## src/rtl/cmt_pkg.sv

```systemverilog
package cmt_pkg;

    // Mode bits, packed so that bit 0 is irq_en and bit 3 is cmp_en.
    typedef struct packed {
        logic cmp_en;
        logic match_en;
        logic toggle_en;
        logic irq_en;
    } cmt_mode_t;

    localparam int unsigned MODE_W = 4;

    // Outcome of one comparison cycle.
    typedef struct packed {
        logic hit;
        logic set_flag;
        logic do_toggle;
    } cmt_event_t;

    // Address of the mode register given the number of compare bytes.
    function automatic int unsigned mode_addr(input int unsigned nbytes);
        return nbytes;
    endfunction

    // Address of the status register given the number of compare bytes.
    function automatic int unsigned status_addr(input int unsigned nbytes);
        return nbytes + 1;
    endfunction

    // The channel may set its flag only when compare and match enables are both on.
    function automatic logic flag_allowed(input cmt_mode_t m);
        return m.cmp_en & m.match_en;
    endfunction

    // The pin may toggle only when all three output controls are on.
    function automatic logic toggle_allowed(input cmt_mode_t m);
        return m.cmp_en & m.match_en & m.toggle_en;
    endfunction

endpackage

```

## src/rtl/cmt_regs.sv

```systemverilog
module cmt_regs
    import cmt_pkg::*;
#(
    parameter int unsigned CNT_W  = 16,
    parameter int unsigned BYTE_W = 8,
    parameter int unsigned ADDR_W = 2
) (
    input  logic              clk,
    input  logic              rst,
    input  logic              wr_en,
    input  logic [ADDR_W-1:0] wr_addr,
    input  logic [BYTE_W-1:0] wr_data,
    input  logic [ADDR_W-1:0] rd_addr,
    input  logic              flag_q,
    output logic [CNT_W-1:0]  cmp_q,
    output cmt_mode_t         mode_q,
    output logic              flag_clr,
    output logic [BYTE_W-1:0] rd_data
);

    localparam int unsigned NBYTES   = CNT_W / BYTE_W;
    localparam int unsigned TOP_BYTE = NBYTES - 1;
    localparam logic [ADDR_W-1:0] A_MODE = ADDR_W'(mode_addr(NBYTES));
    localparam logic [ADDR_W-1:0] A_STAT = ADDR_W'(status_addr(NBYTES));
    localparam logic [ADDR_W-1:0] A_LOW  = '0;
    localparam logic [ADDR_W-1:0] A_HIGH = ADDR_W'(TOP_BYTE);

    logic wr_mode, wr_stat, wr_low, wr_high;

    assign wr_mode = wr_en && (wr_addr == A_MODE);
    assign wr_stat = wr_en && (wr_addr == A_STAT);
    assign wr_low  = wr_en && (wr_addr == A_LOW);
    assign wr_high = wr_en && (wr_addr == A_HIGH);

    // Writing 0 to status bit 0 requests a flag clear; writing 1 does nothing.
    assign flag_clr = wr_stat && !wr_data[0];

    // One byte register per compare byte.
    for (genvar b = 0; b < NBYTES; b++) begin : g_byte
        logic [BYTE_W-1:0] byte_q;

        always_ff @(posedge clk) begin
            if (rst) begin
                byte_q <= '0;
            end else if (wr_en && (wr_addr == ADDR_W'(b))) begin
                byte_q <= wr_data;
            end
        end

        assign cmp_q[b*BYTE_W +: BYTE_W] = byte_q;
    end

    // Mode register: direct writes, plus arming side effects of compare writes.
    always_ff @(posedge clk) begin
        if (rst) begin
            mode_q <= '0;
        end else if (wr_mode) begin
            mode_q <= cmt_mode_t'(wr_data[MODE_W-1:0]);
        end else if (wr_low) begin
            mode_q.cmp_en <= 1'b0;
        end else if (wr_high) begin
            mode_q.cmp_en <= 1'b1;
        end
    end

    // Combinational read mux.
    always_comb begin
        rd_data = '0;
        if (rd_addr == A_MODE) begin
            rd_data[MODE_W-1:0] = mode_q;
        end else if (rd_addr == A_STAT) begin
            rd_data[0] = flag_q;
        end else begin
            for (int unsigned i = 0; i < NBYTES; i++) begin
                if (rd_addr == ADDR_W'(i)) begin
                    rd_data = cmp_q[i*BYTE_W +: BYTE_W];
                end
            end
        end
    end

endmodule

```

## src/rtl/cmt_match.sv

```systemverilog
module cmt_match
    import cmt_pkg::*;
#(
    parameter int unsigned CNT_W = 16
) (
    input  logic             tb_tick,
    input  logic [CNT_W-1:0] tb_count,
    input  logic [CNT_W-1:0] cmp_q,
    input  cmt_mode_t        mode_q,
    output cmt_event_t       ev
);

    // A match counts once per counter value: only on the increment strobe.
    always_comb begin
        ev.hit       = tb_tick && (tb_count == cmp_q);
        ev.set_flag  = ev.hit && flag_allowed(mode_q);
        ev.do_toggle = ev.hit && toggle_allowed(mode_q);
    end

endmodule

```

## src/rtl/cmt_flag.sv

```systemverilog
module cmt_flag (
    input  logic clk,
    input  logic rst,
    input  logic set_flag,
    input  logic clr_flag,
    input  logic irq_en,
    output logic flag_q,
    output logic irq
);

    // The set takes priority over a clear in the same cycle.
    always_ff @(posedge clk) begin
        if (rst) begin
            flag_q <= 1'b0;
        end else if (set_flag) begin
            flag_q <= 1'b1;
        end else if (clr_flag) begin
            flag_q <= 1'b0;
        end
    end

    assign irq = flag_q & irq_en;

endmodule

```

## src/rtl/cmt_pin.sv

```systemverilog
module cmt_pin (
    input  logic clk,
    input  logic rst,
    input  logic do_toggle,
    output logic pin_q
);

    always_ff @(posedge clk) begin
        if (rst) begin
            pin_q <= 1'b0;
        end else if (do_toggle) begin
            pin_q <= ~pin_q;
        end
    end

endmodule

```

## src/rtl/cmt_channel.sv

```systemverilog
module cmt_channel
    import cmt_pkg::*;
#(
    parameter int unsigned CNT_W  = 16,
    parameter int unsigned BYTE_W = 8,
    parameter int unsigned ADDR_W = 2
) (
    input  logic              clk,
    input  logic              rst,
    input  logic [CNT_W-1:0]  tb_count,
    input  logic              tb_tick,
    input  logic              wr_en,
    input  logic [ADDR_W-1:0] wr_addr,
    input  logic [BYTE_W-1:0] wr_data,
    input  logic [ADDR_W-1:0] rd_addr,
    output logic [BYTE_W-1:0] rd_data,
    output logic              pin_out,
    output logic              irq
);

    logic [CNT_W-1:0] cmp_q;
    cmt_mode_t        mode_q;
    cmt_event_t       ev;
    logic             flag_q;
    logic             flag_clr;

    cmt_regs #(
        .CNT_W (CNT_W),
        .BYTE_W(BYTE_W),
        .ADDR_W(ADDR_W)
    ) u_regs (
        .clk     (clk),
        .rst     (rst),
        .wr_en   (wr_en),
        .wr_addr (wr_addr),
        .wr_data (wr_data),
        .rd_addr (rd_addr),
        .flag_q  (flag_q),
        .cmp_q   (cmp_q),
        .mode_q  (mode_q),
        .flag_clr(flag_clr),
        .rd_data (rd_data)
    );

    cmt_match #(
        .CNT_W(CNT_W)
    ) u_match (
        .tb_tick (tb_tick),
        .tb_count(tb_count),
        .cmp_q   (cmp_q),
        .mode_q  (mode_q),
        .ev      (ev)
    );

    cmt_flag u_flag (
        .clk     (clk),
        .rst     (rst),
        .set_flag(ev.set_flag),
        .clr_flag(flag_clr),
        .irq_en  (mode_q.irq_en),
        .flag_q  (flag_q),
        .irq     (irq)
    );

    cmt_pin u_pin (
        .clk      (clk),
        .rst      (rst),
        .do_toggle(ev.do_toggle),
        .pin_q    (pin_out)
    );

endmodule

```

## config.mk

```make
export PLATFORM = sky130hd
export DESIGN_NAME = cmt_channel
export DESIGN_NICKNAME = d
export VERILOG_FILES = /design/src/rtl/cmt_pkg.sv /design/src/rtl/cmt_regs.sv /design/src/rtl/cmt_match.sv /design/src/rtl/cmt_flag.sv /design/src/rtl/cmt_pin.sv /design/src/rtl/cmt_channel.sv
export SDC_FILE = /design/constraint.sdc
export NUM_CORES = 1
export LEC_CHECK = 0
export BUFFER_PORTS_ARGS = -buffer_cell sky130_fd_sc_hd__buf_2
export CAP_MARGIN = 30
export CORE_MARGIN = 4
export CORE_UTILIZATION = 48
export DETAILED_ROUTE_END_ITERATION = 8
export PLACE_DENSITY = 0.79
export SETUP_SLACK_MARGIN = 0.02
export SLEW_MARGIN = 20
export SYNTH_ARGS = -nofsm -noshare
export SYNTH_HDL_FRONTEND = slang
export SYNTH_SLANG_ARGS = --single-unit
export TNS_END_PERCENT = 10
```

## constraint.sdc

```tcl
create_clock -name clk -period 1.4 [get_ports clk]
set_input_delay 0.14 -clock clk [delete_from_list [all_inputs] [get_ports clk]]
set_output_delay 0.14 -clock clk [all_outputs]
set_load 0.03 [all_outputs]
```

==> impl_metrics.toml, run 1 <==
[status]
status = "finished, final reports clean"

[cts]
cts_tree = "built"
cts_buffer_depth = 2
numClockSinks = 22
cts_htree_levels = 1
clk_transition_reported_paths_ns = 0.11
cts_made_buffers = 3
insertion_delay_ns = 0.29
root_buffer = "clkbuf_4"
hold_buffers = 0

[critical_path]
end_kind = "output port"
worst_path_max_delay_cell = "mux4_2"
crit_path_max_incr_delay_ns = 0.46
reg2reg_depth = 6
worst_setup_path_start_kind = "register"
worstPathArrival_ns = 1.26
critical_path_class = "register to output port"
worst-path-max-fanout = 3
path_cells = "mux4_2 -> buf_6"
worstPathRequired_ns = 1.26

[power_and_ir_drop]
power.density_nw_per_um2 = 798
p_leak_nw = 0.681
ir_drop_v = 0.000526
p_total_mw = 1.16

[grt]
grt_pass1_wl_mm = 4.57
grt_pass1_vias = 1048
gr-total-overflow = 0
grtUsageTotal_pct = 17.9
antenna_found_initial = 0
grt_start_max_net_pins = 23

[floorplan]
die-height_microns = 57.2
dieArea_sq_um = 3280
rows = 17
core_area_sq_um = 2250
initial_core_util_pct = 51.6
die_w_microns = 57.2
top_level_ports = 42

[final_layout]
drive_gt1_share_pct = 34.9
diodes = 0
num-fill-cells = 200
final_util_pct = 64.7
fin_nets = 200
syn_to_final_growth_pct = 25.3
final_cells = 194

[timing]
post-route-period-util_pct = 100
tightest_slew_ns = 0.416
fin_skew_ns = 0.00171
relSlewSlack_pct = 72.3
hold_viol_final = 0
rsz0062_at_grt = "true"
timing.fmax_mhz = 715
min_period_ns = 1.40
worst_slack_ns = 0.000683
slew_viol_final = 0
setup_violations = 0
hold_slack_ns = 0.0904

[route]
first_pass_iters = 4
wl_mm = 2.85
viasPerCell = 5.28
via_count = 1024
drtAntennaViolNets = 0
drtIter0Drc = 16
routedWlPerCell_microns = 14.7
drc = 0

[hold_path]
holdPathStages = 3
min_path_type = "input pin to register"

[yosys]
synthCells = 123
yosysSeqAreaShare_pct = 37.8
synth_area_sq_um = 1160
yosys_warnings = 0
syn_avg_cell_area_sq_um = 9.46
syn_nets = 155
synthDistinctLibCells = 24
ys_seq_elements = 22

[job]
drv_cap = 0

[place]
dpl.hpwl_mm = 2.19
dp.cells = 189
gp_congestion = 0.816
place.port_buffers = 41
pre_cts_slack_ns = 0.0906
-- synth_stat cells --
cell type / n / area [sq um]
a21oi_1: 1 / 5.00
a22oi_1: 2 / 15.0
a31o_2: 1 / 8.76
and2_1: 1 / 6.26
buf_2: 2 / 10.0
buf_4: 1 / 7.51
clkbuf_1: 2 / 7.51
dfxtp_1: 22 / 440
inv_1: 1 / 3.75
mux2i_1: 27 / 270
mux4_2: 1 / 22.5
nand2_1: 4 / 15.0
nand2b_1: 1 / 6.26
nand3_1: 2 / 10.0
nand3b_1: 2 / 15.0
nand4_1: 4 / 25.0
nand4b_1: 1 / 8.76
nor2_1: 25 / 93.8
nor2_4: 1 / 11.3
nor2b_1: 1 / 6.26
nor3_2: 2 / 20.0
o21ai_0: 3 / 15.0
xnor2_1: 15 / 131
xor2_1: 1 / 8.76
-- cell type report --
| cell class | count | area [sq um] | area share, % |
|---|---|---|---|
| repair buffers | 45 | 249 | 17.1 |
| clock buffers | 3 | 22.5 | 1.55 |
| well taps | 28 | 35.0 | 2.40 |
| multi-input cells | 95 | 701 | 48.1 |
| inverters | 1 | 3.75 | 0.258 |
| flip-flops and latches | 22 | 447 | 30.6 |
-- power by group --
group / internal [mW] / switching (mW) / leakage, nW / total (mW)
Clock: 0.100 / 0.174 / 0.0138 / 0.274
Sequential: 0.647 / 0.0180 / 0.181 / 0.665
Combinational: 0.108 / 0.117 / 0.486 / 0.225
-- worst max-delay path, delay by kind of cell (launching register included) --
family	cells	cell delay [ns]
mux	1	0.46
flops	1	0.35
buf+inv	1	0.16
-- routing by layer --
metal	share of wire (%)	track usage, %
met5	0	0
met4	1.2	6.95
met3	6.2	4.07
met2	49	30.0
met1	44	22.2
-- sequential cells by signal (all words and copies together), names as in the netlist --
| signal | cells |
|---|---|
| u_regs.g_byte.byte_q | 16 |
| u_regs.mode_q | 4 |
| u_flag.flag_q | 1 |
| u_pin.pin_q | 1 |
-- logic make-up (layout without fill, tap and decap cells) --
family | Yosys count | after routing | share of synthesized area [%]
xor+xnor | 16 | 16 | 12.0
buf+inv | 6 | 49 | 2.47
flops | 22 | 22 | 37.8
compound gates | 7 | 7 | 3.76
simple gates | 44 | 44 | 18.7
mux | 28 | 28 | 25.2
-- final timing paths --
path                                           startpoint                                      end  slack, ns
setup / recovery  u_regs.g_byte[0].byte_q[0]$_SDFFE_PP0P_                               rd_data[0]     0.0007
hold / removal                                 wr_data[7]  u_regs.g_byte[1].byte_q[7]$_SDFFE_PP0P_       0.09
setup reg to reg  u_regs.g_byte[1].byte_q[0]$_SDFFE_PP0P_                 u_pin.pin_q$_SDFFE_PP0P_       0.05
hold reg to reg             u_regs.mode_q[1]$_SDFFE_PP0P_                 u_pin.pin_q$_SDFFE_PP0P_       0.54
-- per-stage QoR --
stage / setup TNS, ns / area [sq um]
3_5_place_dp: 0 / 1390
2_1_floorplan: 0 / 1160
5_1_grt: -0.106 / 1460
3_3_place_gp: 0 / 1390
4_1_cts: -0.0131 / 1440
6_report: 0 / 1460
-- cell usage in the layout (no fill, tap or decap), types with 2 or more instances in the layout --
| master | instances |
|---|---|
| buf_2 | 37 |
| mux2i_1 | 27 |
| nor2_1 | 25 |
| dfxtp_1 | 17 |
| xnor2_1 | 15 |
| buf_4 | 7 |
| dfxtp_2 | 5 |
| nand2_1 | 4 |
| nand4_1 | 4 |
| o21ai_1 | 3 |
| clkbuf_4 | 3 |
| nand3b_1 | 2 |
| a22oi_1 | 2 |
| nand3_1 | 2 |
-- timing repair --
action / 4_1_cts / 5_1_grt
buffers inserted: 2 / 0
pin swaps: 0 / 3
endpoints found under the setup margin: 1 / 6
resized for setup: 5 / 9
(Power assumes the default switching activity.)
==> run 2, diff against run 1 <==
CORE_UTILIZATION = 49   (was 48)
HOLD_SLACK_MARGIN = 0.06   (was not set)
PLACE_DENSITY = 0.8   (was 0.79)
SYNTH_HIERARCHICAL = 1   (was not set)
==> impl_metrics.toml, run 2 <==
[timing]
fin_tns_setup_ns = -0.588
worst_slack_ns = -0.309
relSlewSlack_pct = 71.1
min_period_ns = 1.71
fin_skew_ns = 0.0105
setup_violations = 3
slew_viol_final = 0
hold_slack_ns = 0.0709
timing.fmax_mhz = 585
post-route-period-util_pct = 122
tightest_slew_ns = 0.432
hold_viol_final = 0
rsz0062_at_grt = "true"

[critical_path]
critical_path_class = "register to register"
worst_setup_path_start_kind = "register"
cp-startpoint = "u_regs/g_byte[0].byte_q[4]$_SDFFE_PP0P_"
worstPathRequired_ns = 1.59
path_cells = "a222oi_1 -> or4b_4 -> nor4_4 -> xnor2_1 -> nor2_1"
reg2reg_depth = 5
r2r-start = "u_regs/g_byte[0].byte_q[4]$_SDFFE_PP0P_"
worst_path_max_delay_cell = "or4b_4"
crit_path_max_incr_delay_ns = 0.53
worstPathArrival_ns = 1.90
reg2reg_to = "u_pin/pin_q$_SDFFE_PP0P_"
end_kind = "register"
r2r_slack_ns = -0.31
worst-path-max-fanout = 2

[floorplan]
die_w_microns = 57.4
top_level_ports = 42
rows = 17
initial_core_util_pct = 52.6
die-height_microns = 57.4
dieArea_sq_um = 3300
core_area_sq_um = 2280

[place]
place.port_buffers = 41
dpl.hpwl_mm = 2.60
gp_congestion = 0.863
pre_cts_slack_ns = -0.312

[final_layout]
final-seq-area_sq_um = 452
multi_input_area_sq_um = 709
largest_register_ffs = 16
layout_common_cells = "nand2_1 (36), buf_2 (35), buf_4 (20)"
regMostFlops = "u_regs/g_byte.byte_q"
syn_to_final_growth_pct = 34.8
drive_gt1_share_pct = 37.7
fin_nets = 238
final_util_pct = 70.9
layout_commonest_cell = "nand2_1"
num-fill-cells = 186
top_regs = "u_regs/g_byte.byte_q x16, u_regs/mode_q x4"
diodes = 0

[hold_path]
min_to = "u_regs/g_byte[1].byte_q[7]$_SDFFE_PP0P_"
holdPathStages = 3
min_from = "wr_data[7]"
min_path_type = "input pin to register"

[power_and_ir_drop]
power.density_nw_per_um2 = 739
p_switching_uw = 329
p_comb_share_pct = 20.3
seqPwrFrac_pct = 55.6
pwr-share-clk_pct = 24.1
p_leak_nw = 0.733
ir_drop_v = 0.000668
swShare_pct = 27.6
p_int_uw = 864
p_total_mw = 1.19

[route]
drc = 0
wl_mm = 3.38
via_count = 1260
routedWlPerCell_microns = 14.6
viasPerCell = 5.43
drtIter0Drc = 48
drtAntennaViolNets = 0
first_pass_iters = 4

[yosys]
synth_area_sq_um = 1200
yosys_warnings = 6
synthCells = 149
syn_avg_cell_area_sq_um = 8.04
syn_nets = 181

[cts]
clk_transition_reported_paths_ns = 0.11
insertion_delay_ns = 0.31
cts_made_buffers = 3
cts_htree_levels = 1
numClockSinks = 22
cts_buffer_depth = 2
cts_tree = "built"
root_buffer = "clkbuf_4"

[job]
drv_cap = 0

[grt]
antenna_found_initial = 0
gr-total-overflow = 0
grt_pass1_vias = 1222
grt_start_max_net_pins = 23
grtUsageTotal_pct = 21.0
grt_pass1_wl_mm = 5.46

[status]
violations = "setup timing"
status = "finished, violations left"
-- run 2: worst max-delay path by stage --
stage / endpoint / slack (ns)
2_1_floorplan: u_pin/pin_q$_SDFFE_PP0P_ / -0.13
3_3_place_gp: u_pin/pin_q$_SDFFE_PP0P_ / -0.18
3_5_place_dp: u_pin/pin_q$_SDFFE_PP0P_ / -0.31
4_1_cts: u_pin/pin_q$_SDFFE_PP0P_ / -0.25
5_1_grt: u_pin/pin_q$_SDFFE_PP0P_ / -0.33
6_report: u_pin/pin_q$_SDFFE_PP0P_ / -0.31
-- run 2: power groups by stage --
stage / sequential [mW] / combinational, mW / clock [mW]
2_1_floorplan: 0.673 / 0.126 / 0
3_3_place_gp: 0.674 / 0.225 / 0
3_5_place_dp: 0.676 / 0.229 / 0
4_1_cts: 0.662 / 0.235 / 0.296
5_1_grt: 0.666 / 0.264 / 0.328
6_report: 0.663 / 0.243 / 0.287
-- run 2: final cells by class --
cell class / instances / area share [%]
clock buffer: 3 / 1.40
inverter: 8 / 1.86
multi-input combinational: 112 / 44.0
sequential: 22 / 28.0
tap: 28 / 2.17
timing repair buffer: 59 / 22.6
-- run 2: stage by stage --
| step | cells | area, sq um |
|---|---|---|
| floorplan | 149 | 1210 |
| detailed placement | 227 | 1530 |
| global placement | 227 | 1530 |
| global route | 232 | 1610 |
| CTS | 230 | 1580 |
| finish | 232 | 1610 |
-- run 2: per-layer routing --
| layer | up-vias | global-route usage [%] | part of all wire [%] |
|---|---|---|---|
| met5 | - | 0 | 0 |
| met2 | 49 | 35.0 | 49 |
| met1 | 588 | 26.6 | 42 |
| met4 | 0 | 7.95 | 1.3 |
| met3 | 5 | 4.07 | 7.7 |
| li1 | 618 | - | - |
-- run 2: what timing repair did --
action	in CTS	in global routing
hold endpoints to repair	0	1
pin swaps	1	2
resized for setup	9	13
setup endpoints to repair	5	9
buffers inserted	0	1
hold buffers	0	1
-- run 2: worst max-delay path, delay by kind of cell (launching register included) --
family	cells	cell delay [ns]
XOR/XNOR	1	0.16
AND/OR/NAND/NOR	3	0.75
AO/OA/AOI/OAI	1	0.35
flip-flops	1	0.34
==> run 3, diff against run 2 <==
CTS_CLUSTER_SIZE = 40   (was not set)
clock period = 2.2 ns   (was 1.4 ns; I/O delays follow)
==> impl_metrics.toml, run 3 (synthesis results as in run 2) <==
[critical_path]
worst-path-max-fanout = 4
critical_path_class = "register to register"
worstPathRequired_ns = 2.38
reg2reg_depth = 5
worstPathArrival_ns = 2.01
r2r_slack_ns = 0.38
worst_setup_path_start_kind = "register"
end_kind = "register"

[cts]
insertion_delay_ns = 0.29
hold_buffers = 0
numClockSinks = 22
clk_transition_reported_paths_ns = 0.12
cts_made_buffers = 3
root_buffer = "clkbuf_4"
cts_tree = "built"
cts_htree_levels = 1
ctsResizeCount = 0
postCtsSetupRepairBufs = 0
cts_buffer_depth = 2

[timing]
fin_tns_setup_ns = 0
slew_viol_final = 0
setup_violations = 0
fin_skew_ns = 0.000857
min_period_ns = 1.82
rsz0062_at_grt = "false"
timing.fmax_mhz = 549
relSlewSlack_pct = 62.8
hold_slack_ns = 0.157
hold_viol_final = 0
post-route-period-util_pct = 82.8
tightest_slew_ns = 0.556

[route]
drtIter0Drc = 50
wl_met1_mm = 1.32
routedWlPerCell_microns = 14.6
routed.top_layer = "met4"
wl_met3_microns = 282
first_pass_iters = 4
drc = 0
wl_mm = 3.13
wl_met2_mm = 1.51
via_count = 1161
viasPerCell = 5.43
drtAntennaViolNets = 0

[place]
gp_congestion = 0.837
dpl.hpwl_mm = 2.41
place.port_buffers = 41

[final_layout]
largest_register_ffs = 16
diodes = 0
top_regs = "u_regs/g_byte.byte_q x16, u_regs/mode_q x4"
syn_to_final_growth_pct = 18.7
drive_gt1_share_pct = 26.3
regMostFlops = "u_regs/g_byte.byte_q"
fin_nets = 220
layout_commonest_cell = "buf_2"
layout_common_cells = "buf_2 (41), nand2_1 (36), dfxtp_1 (22)"
final_util_pct = 62.5

[floorplan]
die-height_microns = 57.4
core_area_sq_um = 2280
top_level_ports = 42
dieArea_sq_um = 3300
initial_core_util_pct = 52.6
rows = 17
die_w_microns = 57.4

[job]
drv_cap = 0

[grt]
grt_start_max_net_pins = 23
antenna_found_initial = 0
gr-total-overflow = 0
grtUsageTotal_pct = 19.1
grt_pass1_wl_mm = 5.01
grt_pass1_vias = 1148

[power_and_ir_drop]
p_leak_nw = 0.623
power.density_nw_per_um2 = 514
ir_drop_v = 0.000364

[hold_path]
min_path_type = "input pin to register"
holdPathStages = 3

[status]
status = "finished, final reports clean"
-- run 3: stage by stage --
step / total power [mW] / worst slack, ns / area (sq um) / instances
3_3_place_gp: 0.555 / 0.429 / 1400 / 211
5_1_grt: 0.764 / 0.274 / 1420 / 214
6_report: 0.730 / 0.378 / 1420 / 214
2_1_floorplan: 0.507 / 0.518 / 1200 / 149
3_5_place_dp: 0.560 / 0.362 / 1400 / 211
4_1_cts: 0.731 / 0.374 / 1420 / 214
-- run 3: where the power goes --
group / leakage [nW] / total, mW / internal [mW] / switching, mW
Sequential: 0.179 / 0.423 / 0.411 / 0.0119
Combinational: 0.430 / 0.130 / 0.0574 / 0.0722
Clock: 0.0138 / 0.178 / 0.0637 / 0.114
Total: 0.623 / 0.730 / 0.532 / 0.198
-- run 3: path summary, 6_finish.rpt --
| check | start | endpoint |
|---|---|---|
| hold / removal | wr_data[7] | u_regs/g_byte[1].byte_q[7]$_SDFFE_PP0P_ |
| setup reg to reg | u_regs/g_byte[0].byte_q[4]$_SDFFE_PP0P_ | u_pin/pin_q$_SDFFE_PP0P_ |
| setup / recovery | u_regs/g_byte[0].byte_q[4]$_SDFFE_PP0P_ | u_pin/pin_q$_SDFFE_PP0P_ |
| hold reg to reg | u_regs/g_byte[0].byte_q[6]$_SDFFE_PP0P_ | u_regs/g_byte[0].byte_q[6]$_SDFFE_PP0P_ |
-- run 3: layout make-up --
cell class	count	area, sq um
Clock buffer	3	22.5
Timing Repair Buffer	41	205
Inverter	8	30.0
Multi-Input combinational cell	112	688
Tap cell	28	35.0
Sequential cell	22	440
Fill cell	214	855
-- run 3: critical path, cell delays in order (launching register included) --
cell      delay, ns
dfxtp_1        0.36
a222oi_1       0.30
or4b_4         0.50
nor4_1         0.33
xnor2_1        0.16
nor2_1         0.06
-- run 3: layer usage --
| metal | GRT usage, % | vias to the layer above |
|---|---|---|
| met5 | 0 | - |
| met4 | 5.30 | 0 |
| met3 | 2.94 | 2 |
| met2 | 34.5 | 56 |
| met1 | 23.1 | 520 |
| li1 | - | 583 |
